**config.mk**
```make
export PLATFORM = sky130hd
export DESIGN_NAME = cardhost_irq_status
export DESIGN_NICKNAME = d
export VERILOG_FILES = /design/src/rtl/chis_pkg.sv /design/src/rtl/chis_w1c_bank.sv /design/src/rtl/chis_detect.sv /design/src/rtl/chis_ctrl.sv /design/src/rtl/cardhost_irq_status.sv
export SDC_FILE = /design/constraint.sdc
export NUM_CORES = 1
export LEC_CHECK = 0
export BUFFER_PORTS_ARGS = -buffer_cell sky130_fd_sc_hd__buf_2
export CAP_MARGIN = 15
export CORE_ASPECT_RATIO = 0.5
export CORE_UTILIZATION = 37
export CTS_BUF_LIST = sky130_fd_sc_hd__clkbuf_16
export CTS_CLUSTER_DIAMETER = 200
export DETAILED_ROUTE_END_ITERATION = 16
export SKIP_LAST_GASP = 1
export SLEW_MARGIN = 20
export SYNTH_ARGS = -nofsm -noshare
export SYNTH_HDL_FRONTEND = slang
export SYNTH_SLANG_ARGS = --single-unit
```
**constraint.sdc**
```tcl
create_clock -name clk -period 1.3 [get_ports clk]
set_input_delay 0.065 -clock clk [delete_from_list [all_inputs] [get_ports clk]]
set_output_delay 0.065 -clock clk [all_outputs]
set_load 0.02 [all_outputs]
```
**src/rtl/chis_pkg.sv**
```systemverilog
package chis_pkg;
    localparam int BYTE_W = 8;
    localparam int SEL_W  = 3;

    typedef enum logic [SEL_W-1:0] {
        SEL_ST0  = 3'd0,
        SEL_ST1  = 3'd1,
        SEL_ST2  = 3'd2,
        SEL_ST3  = 3'd3,
        SEL_MSK0 = 3'd4,
        SEL_MSK1 = 3'd5,
        SEL_CFG  = 3'd6
    } reg_sel_e;

    // status 0 bit positions
    localparam int ST0_WP   = 1;
    localparam int ST0_D3   = 2;
    localparam int ST0_PIN  = 3;
    localparam int ST0_LO   = 4;  // first sticky bit of status 0
    localparam int ST2_CMDB = 4;
    localparam int ST2_DATB = 5;

    // indices inside the sticky nibble of status 0
    localparam int N0_MBLK = 0;
    localparam int N0_BLK  = 1;
    localparam int N0_CHG  = 2;
    localparam int N0_INS  = 3;
    localparam int N0_W    = BYTE_W - ST0_LO;

    // synchronised pin indices
    localparam int PIN_WP = 0;
    localparam int PIN_D3 = 1;
    localparam int PIN_CD = 2;
    localparam int N_PINS = 3;

    typedef struct packed {
        logic irq_en;
        logic src_d3;
        logic src_pin;
        logic pol_high;
    } cfg_t;

    function automatic logic card_present(input logic lvl, input logic pol_high);
        return pol_high ? lvl : ~lvl;
    endfunction

    function automatic logic any_enabled(input logic [BYTE_W-1:0] st,
                                         input logic [BYTE_W-1:0] en);
        return |(st & en);
    endfunction
endpackage

```
**src/rtl/chis_w1c_bank.sv**
```systemverilog
module chis_w1c_bank #(
    parameter int W = 8
) (
    input  logic         clk,
    input  logic         rst,
    input  logic [W-1:0] set_vec,
    input  logic         clr_en,
    input  logic [W-1:0] clr_vec,
    output logic [W-1:0] q
);
    for (genvar i = 0; i < W; i++) begin : g_bit
        logic flag;
        always_ff @(posedge clk) begin
            if (rst)
                flag <= 1'b0;
            else if (set_vec[i])
                flag <= 1'b1;           // a set in the clearing cycle wins
            else if (clr_en && clr_vec[i])
                flag <= 1'b0;
        end
        assign q[i] = flag;
    end
endmodule

```
**src/rtl/chis_detect.sv**
```systemverilog
module chis_detect
    import chis_pkg::*;
#(
    parameter int SYNC_STAGES = 2,
    parameter int NP          = N_PINS
) (
    input  logic          clk,
    input  logic          rst,
    input  logic [NP-1:0] raw,
    input  logic          pol_high,
    input  logic          src_pin,
    input  logic          src_d3,
    output logic [NP-1:0] lvl,
    output logic          chg_set,
    output logic          ins_set
);
    for (genvar i = 0; i < NP; i++) begin : g_sync
        logic [SYNC_STAGES-1:0] chain;
        always_ff @(posedge clk) begin
            if (rst) chain <= '0;
            else     chain <= {chain[SYNC_STAGES-2:0], raw[i]};
        end
        assign lvl[i] = chain[SYNC_STAGES-1];
    end

    logic present_now;
    logic present_prev;

    always_comb begin
        if (src_pin)
            present_now = card_present(lvl[PIN_CD], pol_high);
        else if (src_d3)
            present_now = card_present(lvl[PIN_D3], pol_high);
        else
            present_now = 1'b0;
    end

    always_ff @(posedge clk) begin
        if (rst) present_prev <= 1'b0;
        else     present_prev <= present_now;
    end

    assign chg_set = present_now ^ present_prev;
    assign ins_set = present_now & ~present_prev;
endmodule

```
**src/rtl/chis_ctrl.sv**
```systemverilog
module chis_ctrl
    import chis_pkg::*;
#(
    parameter int W0 = N0_W,
    parameter int W1 = BYTE_W - 1
) (
    input  logic              clk,
    input  logic              rst,
    input  logic              wr_mask0,
    input  logic              wr_mask1,
    input  logic              wr_cfg,
    input  logic [BYTE_W-1:0] wr_data,
    input  logic [W0-1:0]     flags0,
    input  logic [W1-1:0]     flags1,
    output cfg_t              cfg,
    output logic              irq
);
    localparam int CFG_W = $bits(cfg_t);

    logic [W0-1:0] mask0_q;
    logic [W1-1:0] mask1_q;
    cfg_t          cfg_q;

    always_ff @(posedge clk) begin
        if (rst) begin
            mask0_q <= '0;
            mask1_q <= '0;
            cfg_q   <= '0;
        end else begin
            if (wr_mask0) mask0_q <= wr_data[BYTE_W-1 -: W0];
            if (wr_mask1) mask1_q <= wr_data[BYTE_W-1 -: W1];
            if (wr_cfg)   cfg_q   <= cfg_t'(wr_data[BYTE_W-1 -: CFG_W]);
        end
    end

    logic pend0, pend1;
    always_comb begin
        pend0 = any_enabled({{(BYTE_W-W0){1'b0}}, flags0}, {{(BYTE_W-W0){1'b0}}, mask0_q});
        pend1 = any_enabled({{(BYTE_W-W1){1'b0}}, flags1}, {{(BYTE_W-W1){1'b0}}, mask1_q});
    end

    assign cfg = cfg_q;
    assign irq = cfg_q.irq_en & (pend0 | pend1);
endmodule

```
**src/rtl/cardhost_irq_status.sv**
```systemverilog
module cardhost_irq_status
    import chis_pkg::*;
#(
    parameter int SYNC_STAGES = 2
) (
    input  logic              clk,
    input  logic              rst,
    input  logic              wr_en,
    input  logic [SEL_W-1:0]  wr_sel,
    input  logic [BYTE_W-1:0] wr_data,
    input  logic              evt_blk_done,
    input  logic              evt_mblk_done,
    input  logic [BYTE_W-1:0] evt_grp1,
    input  logic              wp_pin,
    input  logic              d3_pin,
    input  logic              cd_pin,
    input  logic              cmd_busy,
    input  logic              dat_busy,
    output logic [BYTE_W-1:0] sts0,
    output logic [BYTE_W-1:0] sts1,
    output logic [BYTE_W-1:0] sts2,
    output logic [BYTE_W-1:0] sts3,
    output logic              irq
);
    reg_sel_e sel;
    assign sel = reg_sel_e'(wr_sel);

    logic [N_PINS-1:0] raw, lvl;
    logic              chg_set, ins_set;
    cfg_t              cfg;

    always_comb begin
        raw         = '0;
        raw[PIN_WP] = wp_pin;
        raw[PIN_D3] = d3_pin;
        raw[PIN_CD] = cd_pin;
    end

    chis_detect #(.SYNC_STAGES(SYNC_STAGES), .NP(N_PINS)) u_detect (
        .clk      (clk),
        .rst      (rst),
        .raw      (raw),
        .pol_high (cfg.pol_high),
        .src_pin  (cfg.src_pin),
        .src_d3   (cfg.src_d3),
        .lvl      (lvl),
        .chg_set  (chg_set),
        .ins_set  (ins_set)
    );

    logic [N0_W-1:0] set0, flags0;
    always_comb begin
        set0          = '0;
        set0[N0_MBLK] = evt_mblk_done;
        set0[N0_BLK]  = evt_blk_done;
        set0[N0_CHG]  = chg_set;
        set0[N0_INS]  = ins_set;
    end

    chis_w1c_bank #(.W(N0_W)) u_bank0 (
        .clk     (clk),
        .rst     (rst),
        .set_vec (set0),
        .clr_en  (wr_en && sel == SEL_ST0),
        .clr_vec (wr_data[BYTE_W-1:ST0_LO]),
        .q       (flags0)
    );

    logic [BYTE_W-1:0] flags1;
    chis_w1c_bank #(.W(BYTE_W)) u_bank1 (
        .clk     (clk),
        .rst     (rst),
        .set_vec (evt_grp1),
        .clr_en  (wr_en && sel == SEL_ST1),
        .clr_vec (wr_data),
        .q       (flags1)
    );

    chis_ctrl #(.W0(N0_W), .W1(BYTE_W-1)) u_ctrl (
        .clk      (clk),
        .rst      (rst),
        .wr_mask0 (wr_en && sel == SEL_MSK0),
        .wr_mask1 (wr_en && sel == SEL_MSK1),
        .wr_cfg   (wr_en && sel == SEL_CFG),
        .wr_data  (wr_data),
        .flags0   (flags0),
        .flags1   (flags1[BYTE_W-1:1]),
        .cfg      (cfg),
        .irq      (irq)
    );

    always_comb begin
        sts0                     = '0;
        sts0[BYTE_W-1:ST0_LO]    = flags0;
        sts0[ST0_WP]             = lvl[PIN_WP];
        sts0[ST0_D3]             = lvl[PIN_D3];
        sts0[ST0_PIN]            = lvl[PIN_CD];
        sts2                     = '0;
        sts2[ST2_CMDB]           = cmd_busy;
        sts2[ST2_DATB]           = dat_busy;
    end

    assign sts1 = flags1;
    assign sts3 = '0;
endmodule

```
==> impl_metrics.py, run 1 <==
metrics = {
    "status": {
        "status": "finished, violations left",
        "violations": "negative setup slack",
    },
    "setup_path": {
        "startpoint_type": "flip-flop",
        "cpPeakStageDelay_ps": 320,
        "crit_chain": "a22o_1, a221oi_2, and3_1, a21boi_2, buf_6",
        "critPathTopFamily": "compound AO/OA/AOI/OAI gates",
        "critical_path_class": "flip-flop to output port",
        "critPathBufInv": 1,
        "critPathSlowestCell": "dfxtp_2",
        "critPathArrivalTime_ps": 1390,
        "path_max_fanout": 2,
        "crit_path_end_kind": "output port",
        "crit_required_ps": 1240,
    },
    "synth": {
        "ys_ff_latch": 34,
        "yosys.area.top_type": "dfxtp_1",
        "synth.area.top_cells": "dfxtp_1 (45%), buf_4 (17%), mux2i_1 (9.9%)",
        "yosysSeqAreaShare": 0.4470,
        "synth_ff_type": "dfxtp_1",
        "syn_area_per_cell_um2": 9.173,
        "synthArstFlopShare": 0,
        "synthCells": 166,
        "synth_top_area_frac": 0.4470,
        "synth.yosys.warnings": 0,
        "synth_edf_count": 0,
        "synthesis.area_um2": 1523,
        "synth_cell_types": 22,
    },
    "global_route": {
        "use_met2": 0.2222,
        "grt_use_met3": 0.04693,
        "grt_use_met1": 0.1709,
        "busiest_layer": "met2",
        "antenna_found_initial": 0,
        "grt_max_degree": 35,
        "track_usage": 0.1348,
        "grt_pass1_vias": 907,
        "grt_pass1_wl_um": 4347,
        "grt_overflow": 0,
    },
    "clock_tree": {
        "clk_pin_slew_ps": 50,
        "cts_buffers": 5,
        "insertion_delay_ps": 270,
        "cts_buffer_depth": 2,
        "root_buffer": "clkbuf_16",
        "clock_sinks": 34,
        "cts_max_level": 2,
        "cts_tree": "done",
    },
    "die": {
        "die_h_um": 47.36,
        "row_count": 16,
        "fp.dieW_um": 92.73,
        "start_util": 0.3881,
        "core-area_um2": 3924,
        "ios": 62,
        "die-area_um2": 4391,
    },
    "sta": {
        "grt_setup_unrepaired": "true",
        "slew_viol_final": 0,
        "tightest_slew_ps": 616.2,
        "layout_setup_ws_ps": -152.1,
        "setup_violations": 1,
        "hold_viol_final": 0,
        "skew_ps": 3.296,
        "fin_crit_ps": 1452,
        "max_freq_mhz": 688.7,
        "fin_crit_sh": 1.117,
        "slew_headroom": 0.5892,
    },
    "drt": {
        "drt-wirelength-per-cell_um": 11.31,
        "drt_wl_total_um": 2850,
        "drtPass1Iterations": 4,
        "first_iter_violations": 49,
        "vias": 1109,
        "vias_per_cell": 4.401,
        "detail-route-antenna-nets": 0,
        "drc": 0,
    },
    "placed_design": {
        "gp_congestion": 0.7060,
        "dp_hpwl_um": 1976,
        "place_ws_ps": 40.26,
        "place.port_buffers": 42,
    },
    "layout": {
        "area_growth_pct": 17.99,
        "layout_common_cells": "buf_2 (41), dfxtp_1 (32), nor2_1 (26)",
        "nFillCells": 375,
        "regArea_um2": 683.2,
        "multiInputGateArea_um2": 623.1,
        "nets": 227,
        "antenna_cells": 0,
        "final_common_cell": "buf_2",
        "drive_gt1_frac": 0.2778,
    },
    "power": {
        "ir_drop_v": 0.0005420,
        "total_power_mw": 2.479,
        "p_leak_nw": 0.8507,
        "pwr_density_cell_nw_per_um2": 1380,
    },
    "flow_run": {
        "cap_viol_max_count": 0,
    },
    "min_path": {
        "worst_hold_path_type": "input pin to flip-flop",
    },
}
[cells in the mapped netlist (2+ instances only)]
cell      instances
a22oi_1           2
buf_4            35
nor2_1           26
and4bb_1          2
a21oi_1          12
mux2i_1          15
xnor2_1           2
nor2b_1           7
nand4b_1          2
clkbuf_1          4
nand2_1          15
dfxtp_1          34
[area by class of cell]
cell class / count / share of cell area
clock buffer: 5 / 0.06964
clock inverter: 3 / 0.006964
inverter: 1 / 0.002089
multi-input combinational: 106 / 0.3468
sequential: 34 / 0.3802
tap: 54 / 0.03760
timing repair buffer: 49 / 0.1567
[metrics by stage]
stage	util	TNS [ps]	cells	hold WS, ps	cell area, µm²
after floorplan	-	0	180	182.4	1575
after global placement	0.4034	0	238	130.2	1583
after detailed placement	0.4034	0	238	130.2	1583
after CTS	0.4560	-186.7	252	1.086	1789
after global routing	0.4579	-242.5	252	16.52	1797
final	0.4579	-152.1	252	2.264	1797
[kinds of logic (layout without fill, tap and decap cells)]
kind of cell	Yosys count	count (layout)	share of synthesized area
simple gates	54	54	0.1717
xor+xnor	2	2	0.01151
buf+inv	40	58	0.1849
mux	15	15	0.09860
flops	34	34	0.4470
fa+ha+maj	1	1	0.008216
other cells	1	15	0.002463
compound gates	19	19	0.07560
[flip-flops by register name (all words and copies together), names as in the netlist]
| name | flops |
|---|---|
| u_ctrl.mask1_q | 7 |
| u_bank0.g_bit.flag | 4 |
| u_detect.present_prev | 1 |
| u_ctrl.cfg | 4 |
| u_bank1.g_bit.flag | 8 |
| u_detect.g_sync.chain | 6 |
| u_ctrl.mask0_q | 4 |
[worst paths after layout]
| kind | start | to | slack, ps | cells after the start |
|---|---|---|---|---|
| worst max-delay path | u_bank1.g_bit[2].flag | irq | -150 | 5 |
| worst min-delay path | evt_mblk_done | u_bank0.g_bit[0].flag | 2 | 3 |
| worst max register to register | u_ctrl.cfg[0] | u_bank0.g_bit[2].flag | 90 | 5 |
| worst min register to register | u_detect.g_sync[2].chain[0] | u_detect.g_sync[2].chain[1] | 430 | 1 |
[layer usage]
layer | vias to the layer above | wire length (µm)
li1 | 563 | -
met1 | 510 | 1394
met2 | 34 | 1292
met3 | 2 | 154
met4 | 0 | 9
met5 | - | 0
[repair_timing]
action	CTS	global route
gates resized for setup	4	2
endpoints found under the setup margin	1	1
hold endpoints to repair	5	0
hold buffers	5	0
pin swaps	3	1
buffers inserted	1	0
[report_power, final]
part / switching [mW] / internal (mW)
combinational: 0.166 / 0.104
clock: 0.401 / 0.691
sequential: 0.0282 / 1.09
[worst reg2reg max path, delay by kind of cell (launching register included)]
| family | cells | cell delay (ps) |
|---|---|---|
| fa+ha+maj | 1 | 270 |
| compound gates | 2 | 300 |
| flops | 1 | 370 |
| simple gates | 1 | 60 |
| xor+xnor | 1 | 130 |
(Power assumes the default switching activity.)
==> run 2: changes to the inputs <==
--- a/config.mk
+++ b/config.mk
@@ -6,12 +6,13 @@
 export NUM_CORES = 1
 export LEC_CHECK = 0
 export BUFFER_PORTS_ARGS = -buffer_cell sky130_fd_sc_hd__buf_2
-export CAP_MARGIN = 15
+export CAP_MARGIN = 20
 export CORE_ASPECT_RATIO = 0.5
-export CORE_UTILIZATION = 37
+export CORE_UTILIZATION = 47
 export CTS_BUF_LIST = sky130_fd_sc_hd__clkbuf_16
 export CTS_CLUSTER_DIAMETER = 200
 export DETAILED_ROUTE_END_ITERATION = 16
+export PLACE_DENSITY = 0.78
 export SKIP_LAST_GASP = 1
 export SLEW_MARGIN = 20
 export SYNTH_ARGS = -nofsm -noshare
==> run 2 against run 1 <==
The flow finishes with violations (negative hold slack, negative setup slack). Sequential cell count stayed put. Non-clock buffer count up 2. Core utilization rose by 13 points. Clock-buffer cell count did not move. Worst setup slack got worse by 54 ps. Cell count is 4.8% lower. Die area is 21% lower. First-iteration DRC count shrank 29%. Sequential share of layout area about the same. Fmax is 3.6% lower. Via count grew 2.3%. Clock power hardly changed. Largest cell class unchanged.
==> impl_metrics.py, run 2 (same netlist as run 1, synthesis figures left out) <==
metrics = {
    "layout": {
        "nFillCells": 257,
        "reg_top3": "u_bank1.g_bit.flag (8), u_ctrl.mask1_q (7), u_detect.g_sync.chain (6)",
        "final_cell_area_um2": 1794,
        "layout_common_cells": "buf_2 (41), dfxtp_1 (33), nor2_1 (26)",
        "largest_reg_flops": 8,
        "layout.cells.non_filler": 240,
        "drive_gt1_frac": 0.2700,
        "antenna_cells": 0,
        "nets": 229,
        "final_common_cell": "buf_2",
        "area_growth_pct": 17.83,
        "regMostFlops": "u_bank1.g_bit.flag",
    },
    "placed_design": {
        "place_ws_ps": 44.49,
        "dp_hpwl_um": 1910,
        "placed_cells": 224,
        "place.port_buffers": 42,
        "gp_congestion": 0.7750,
        "post_dp_cell_area_um2": 1565,
    },
    "global_route": {
        "track_usage": 0.1776,
        "grt_max_degree": 35,
        "grt_overflow": 0,
        "grt_pass1_vias": 996,
        "antenna_found_initial": 0,
        "grt_pass1_wl_um": 4422,
    },
    "sta": {
        "max_freq_mhz": 663.8,
        "hold_viol_final": 1,
        "skew_ps": 5.604,
        "fin_crit_ps": 1507,
        "fin_crit_sh": 1.159,
        "grt_setup_unrepaired": "true",
        "slew_headroom": 0.6042,
        "layout_setup_ws_ps": -206.6,
        "whs_ps": -0.6165,
        "slew_viol_final": 0,
        "tightest_slew_ps": 593.8,
        "setup_violations": 1,
    },
    "drt": {
        "first_iter_violations": 35,
        "wl_met1_um": 1191,
        "top_layer_used": "met4",
        "drc": 0,
        "vias_per_cell": 4.729,
        "drtPass1Iterations": 4,
        "detail-route-antenna-nets": 0,
        "drt_wl_total_um": 2779,
        "drt-wirelength-per-cell_um": 11.58,
        "vias": 1135,
        "route.met2.wl_um": 1318,
        "route.met3.wl_um": 221,
    },
    "setup_path": {
        "critPathArrivalTime_ps": 1440,
        "startpoint_type": "flip-flop",
        "crit_required_ps": 1240,
        "critPathTopFamily": "compound AO/OA/AOI/OAI gates",
        "crit_path_end_kind": "output port",
        "critPathSlowestCell": "dfxtp_1",
        "crit_chain": "a22o_1, a221oi_2, and3_1, a21boi_2, buf_4",
        "path_max_fanout": 2,
        "critical_path_class": "flip-flop to output port",
        "critPathBufInv": 1,
        "cpPeakStageDelay_ps": 310,
    },
    "clock_tree": {
        "insertion_delay_ps": 270,
        "clock_sinks": 34,
        "root_buffer": "clkbuf_16",
        "cts_buffers": 5,
        "cts_tree": "done",
        "cts_buffer_depth": 2,
        "cts_max_level": 2,
        "clk_pin_slew_ps": 50,
    },
    "die": {
        "core-area_um2": 3048,
        "row_count": 14,
        "fp.dieW_um": 82.50,
        "die_h_um": 42.25,
        "start_util": 0.4996,
        "ios": 62,
        "die-area_um2": 3485,
    },
    "power": {
        "pwr_density_cell_nw_per_um2": 1387,
        "ir_drop_v": 0.0008587,
        "total_power_mw": 2.488,
        "p_leak_nw": 0.8579,
    },
    "status": {
        "status": "finished, violations left",
        "violations": "negative hold slack, negative setup slack",
    },
    "min_path": {
        "worst_hold_path_type": "input pin to flip-flop",
    },
    "flow_run": {
        "cap_viol_max_count": 0,
    },
}
[run 2: changes by cell type in the layout (fill, tap and decap cells not counted)]
cell           before  now
dfxtp_2             2    1
dlygate4sd3_1       5    7
buf_4               2    3
buf_6               1    0
dfxtp_1            32   33
[run 2: final cells by class]
cell class / instances / area [µm²] / share of cell area
multi-input cells: 106 / 623.1 / 0.3473
inverters: 1 / 3.754 / 0.002092
flip-flops and latches: 34 / 681.9 / 0.3801
clock buffers: 5 / 125.1 / 0.06974
clock inverters: 3 / 12.51 / 0.006974
well taps: 40 / 50.05 / 0.02789
repair buffers: 51 / 297.8 / 0.1660
[run 2: routing by layer]
layer	global-route usage	vias to the layer above
met3	0.06087	7
met4	0.07931	0
met5	0	-
li1	-	573
met2	0.3025	46
met1	0.2011	509
[run 2: what timing repair did]
action | 4_1_cts | 5_1_grt
buffers inserted | 1 | 0
endpoints found under the setup margin | 1 | 1
hold buffers | 7 | 0
endpoints found under the hold margin | 7 | 0
pin swaps | 3 | 2
resized for setup | 4 | 0
[run 2: report_power, final]
part	internal (mW)	switching, mW	total, mW
combinational	0.107	0.165	0.272
clock	0.691	0.408	1.10
sequential	1.09	0.0274	1.12
total	1.89	0.600	2.49
[run 2: final timing paths]
check                                 to  depth (start not counted)                        start  slack, ps
max                                  irq                          5            u_ctrl.mask1_q[1]       -210
min reg2reg  u_detect.g_sync[2].chain[1]                          1  u_detect.g_sync[2].chain[0]        430
max reg2reg        u_bank0.g_bit[2].flag                          5                u_ctrl.cfg[0]        110
min                u_bank0.g_bit[0].flag                          3                evt_mblk_done       -0.6
[run 2: worst reg2reg max path: cells and delay by family, from the launching register on]
family	cells	cell delay [ps]
xor+xnor	1	130
simple gates	1	60
compound gates	2	290
fa+ha+maj	1	260
flops	1	370
[run 2: through the flow]
stage	utilization	setup TNS (ps)
2_1_floorplan	-	0
3_3_place_gp	0.5135	0
3_5_place_dp	0.5135	0
4_1_cts	0.5887	-200.8
5_1_grt	0.5887	-235.8
6_report	0.5887	-206.6
==> run 3: changes to the inputs <==
==> constraint.sdc (replaced) <==
create_clock -name clk -period 1.48 [get_ports clk]
set_input_delay 0.074 -clock clk [delete_from_list [all_inputs] [get_ports clk]]
set_output_delay 0.074 -clock clk [all_outputs]
set_load 0.02 [all_outputs]
==> run 3 against run 2 <==
Worst setup slack better by 220 ps. Register-to-register slack gained 190 ps. Core utilization shrank 0.90 points. The run now ends clean.
==> impl_metrics.py, run 3 (same netlist as run 1, synthesis figures left out) <==
metrics = {
    "status": {
        "status": "finished clean",
    },
    "global_route": {
        "grt_overflow": 0,
        "antenna_found_initial": 0,
        "grt_pass1_vias": 986,
        "track_usage": 0.1712,
        "grt_max_degree": 35,
        "grt_pass1_wl_um": 4243,
    },
    "sta": {
        "grt_setup_unrepaired": "true",
        "skew_ps": 4.314,
        "setup_violations": 0,
        "tightest_slew_ps": 585.7,
        "hold_viol_final": 0,
        "slew_headroom": 0.6095,
        "setup_tns_ps": 0,
        "whs_ps": 1.552,
        "slew_viol_final": 0,
        "max_freq_mhz": 683.4,
        "fin_crit_sh": 0.9887,
        "fin_crit_ps": 1463,
    },
    "drt": {
        "vias_per_cell": 4.786,
        "drt_wl_total_um": 2735,
        "first_iter_violations": 46,
        "drtPass1Iterations": 4,
        "drc": 0,
        "detail-route-antenna-nets": 0,
        "drt-wirelength-per-cell_um": 11.69,
        "vias": 1120,
    },
    "placed_design": {
        "gp_congestion": 0.7863,
        "place.port_buffers": 42,
        "dp_hpwl_um": 1945,
    },
    "die": {
        "ios": 62,
        "die-area_um2": 3485,
        "core-area_um2": 3048,
        "row_count": 14,
        "start_util": 0.4996,
        "die_h_um": 42.25,
        "fp.dieW_um": 82.50,
    },
    "clock_tree": {
        "cts_buffers": 5,
        "insertion_delay_ps": 280,
        "clk_pin_slew_ps": 50,
        "clock_sinks": 34,
        "cts_tree": "done",
        "cts_max_level": 2,
        "root_buffer": "clkbuf_16",
        "cts_buffer_depth": 2,
    },
    "setup_path": {
        "crit_required_ps": 1410,
        "critPathSlowestCell": "dfxtp_2",
        "critPathArrivalTime_ps": 1390,
        "startpoint_type": "flip-flop",
        "critical_path_class": "flip-flop to output port",
        "crit_path_end_kind": "output port",
        "cpPeakStageDelay_ps": 310,
        "crit_chain": "a22o_1, a221oi_2, and3_1, a21boi_2, buf_6",
        "path_max_fanout": 2,
    },
    "power": {
        "internal_power_mw": 1.827,
        "p_clk_frac": 0.489,
        "ir_drop_v": 0.0007843,
        "total_power_mw": 2.364,
        "seqPwrFrac": 0.415,
        "p_sw_mw": 0.5364,
        "p_leak_nw": 0.8452,
        "p_comb_frac": 0.096,
        "pwr_density_cell_nw_per_um2": 1338,
        "swShare": 0.2269,
    },
    "layout": {
        "reg_top3": "u_bank1.g_bit.flag (8), u_ctrl.mask1_q (7), u_detect.g_sync.chain (6)",
        "nets": 223,
        "nFillCells": 276,
        "regArea_um2": 683.2,
        "drive_gt1_frac": 0.2938,
        "regMostFlops": "u_bank1.g_bit.flag",
        "largest_reg_flops": 8,
        "multiInputGateArea_um2": 623.1,
        "layout_common_cells": "buf_2 (41), dfxtp_1 (32), nor2_1 (26)",
        "antenna_cells": 0,
        "final_common_cell": "buf_2",
        "area_growth_pct": 16.02,
    },
    "flow_run": {
        "cap_viol_max_count": 0,
    },
    "min_path": {
        "worst_hold_path_type": "input pin to flip-flop",
    },
}
## run 3: changes by cell type in the layout (fill, tap and decap cells not counted), sizes merged
cell,delta
dlygate4sd3,-6
inv,-1
bufinv,+1
## run 3: worst max-delay path, delay by kind of cell, from the launching register on
family                 cells  cell delay [ps]
buffers and inverters      1              140
DFF                        1              310
AOI/OAI and AO/OA          3              450
and+or+nand+nor            1              200
## run 3: layout make-up
cell class              count  share of cell area
inverters                   1            0.002125
clock buffers               5             0.07082
clock inverters             3             0.02266
flip-flops and latches     34              0.3867
multi-input cells         106              0.3527
repair buffers             45              0.1367
well taps                  40             0.02833
## run 3: metal layers
layer  up-vias  routed length (µm)  GRT usage  share of wire
li1        559                   -          -              -
met4         0                  57     0.1000          0.021
met3         9                 219    0.06304          0.080
met1       500                1196     0.1866           0.44
met2        52                1262     0.2860           0.46
met5         -                   0          0              0
## run 3: power groups by stage
stage / Sequential, mW / Clock [mW] / Combinational (mW)
after floorplan: 0.993 / 0 / 0.215
after global placement: 0.998 / 0 / 0.217
after detailed placement: 0.999 / 0 / 0.221
after CTS: 0.981 / 1.18 / 0.228
after global routing: 0.985 / 1.21 / 0.251
final: 0.981 / 1.16 / 0.228
## run 3: what timing repair did
item                                   4_1_cts  5_1_grt
endpoints found under the hold margin        1        0
resized for setup                            5        1
hold buffers                                 1        0
buffers inserted                             1        0
setup endpoints to repair                    1        1
pin swaps                                    3        2
## run 3: path summary, 6_finish.rpt
check	startpoint	end	slack [ps]	depth (start not counted)
setup / recovery	u_ctrl.mask1_q[1]	irq	20	5
hold / removal	evt_grp1[0]	u_bank1.g_bit[0].flag	2	3
setup reg to reg	u_ctrl.cfg[0]	u_bank0.g_bit[2].flag	300	5
hold reg to reg	u_detect.g_sync[2].chain[0]	u_detect.g_sync[2].chain[1]	430	1
## run 3: metrics by stage
| step | cells | instance area, µm² | utilization | worst slack, ps |
|---|---|---|---|---|
| 2_1_floorplan | 180 | 1575 | - | 363.4 |
| 3_3_place_gp | 224 | 1565 | 0.5135 | 251.1 |
| 3_5_place_dp | 224 | 1565 | 0.5135 | 201.7 |
| 4_1_cts | 234 | 1763 | 0.5784 | -18.45 |
| 5_1_grt | 234 | 1767 | 0.5796 | -11.35 |
| 6_report | 234 | 1767 | 0.5796 | 16.65 |
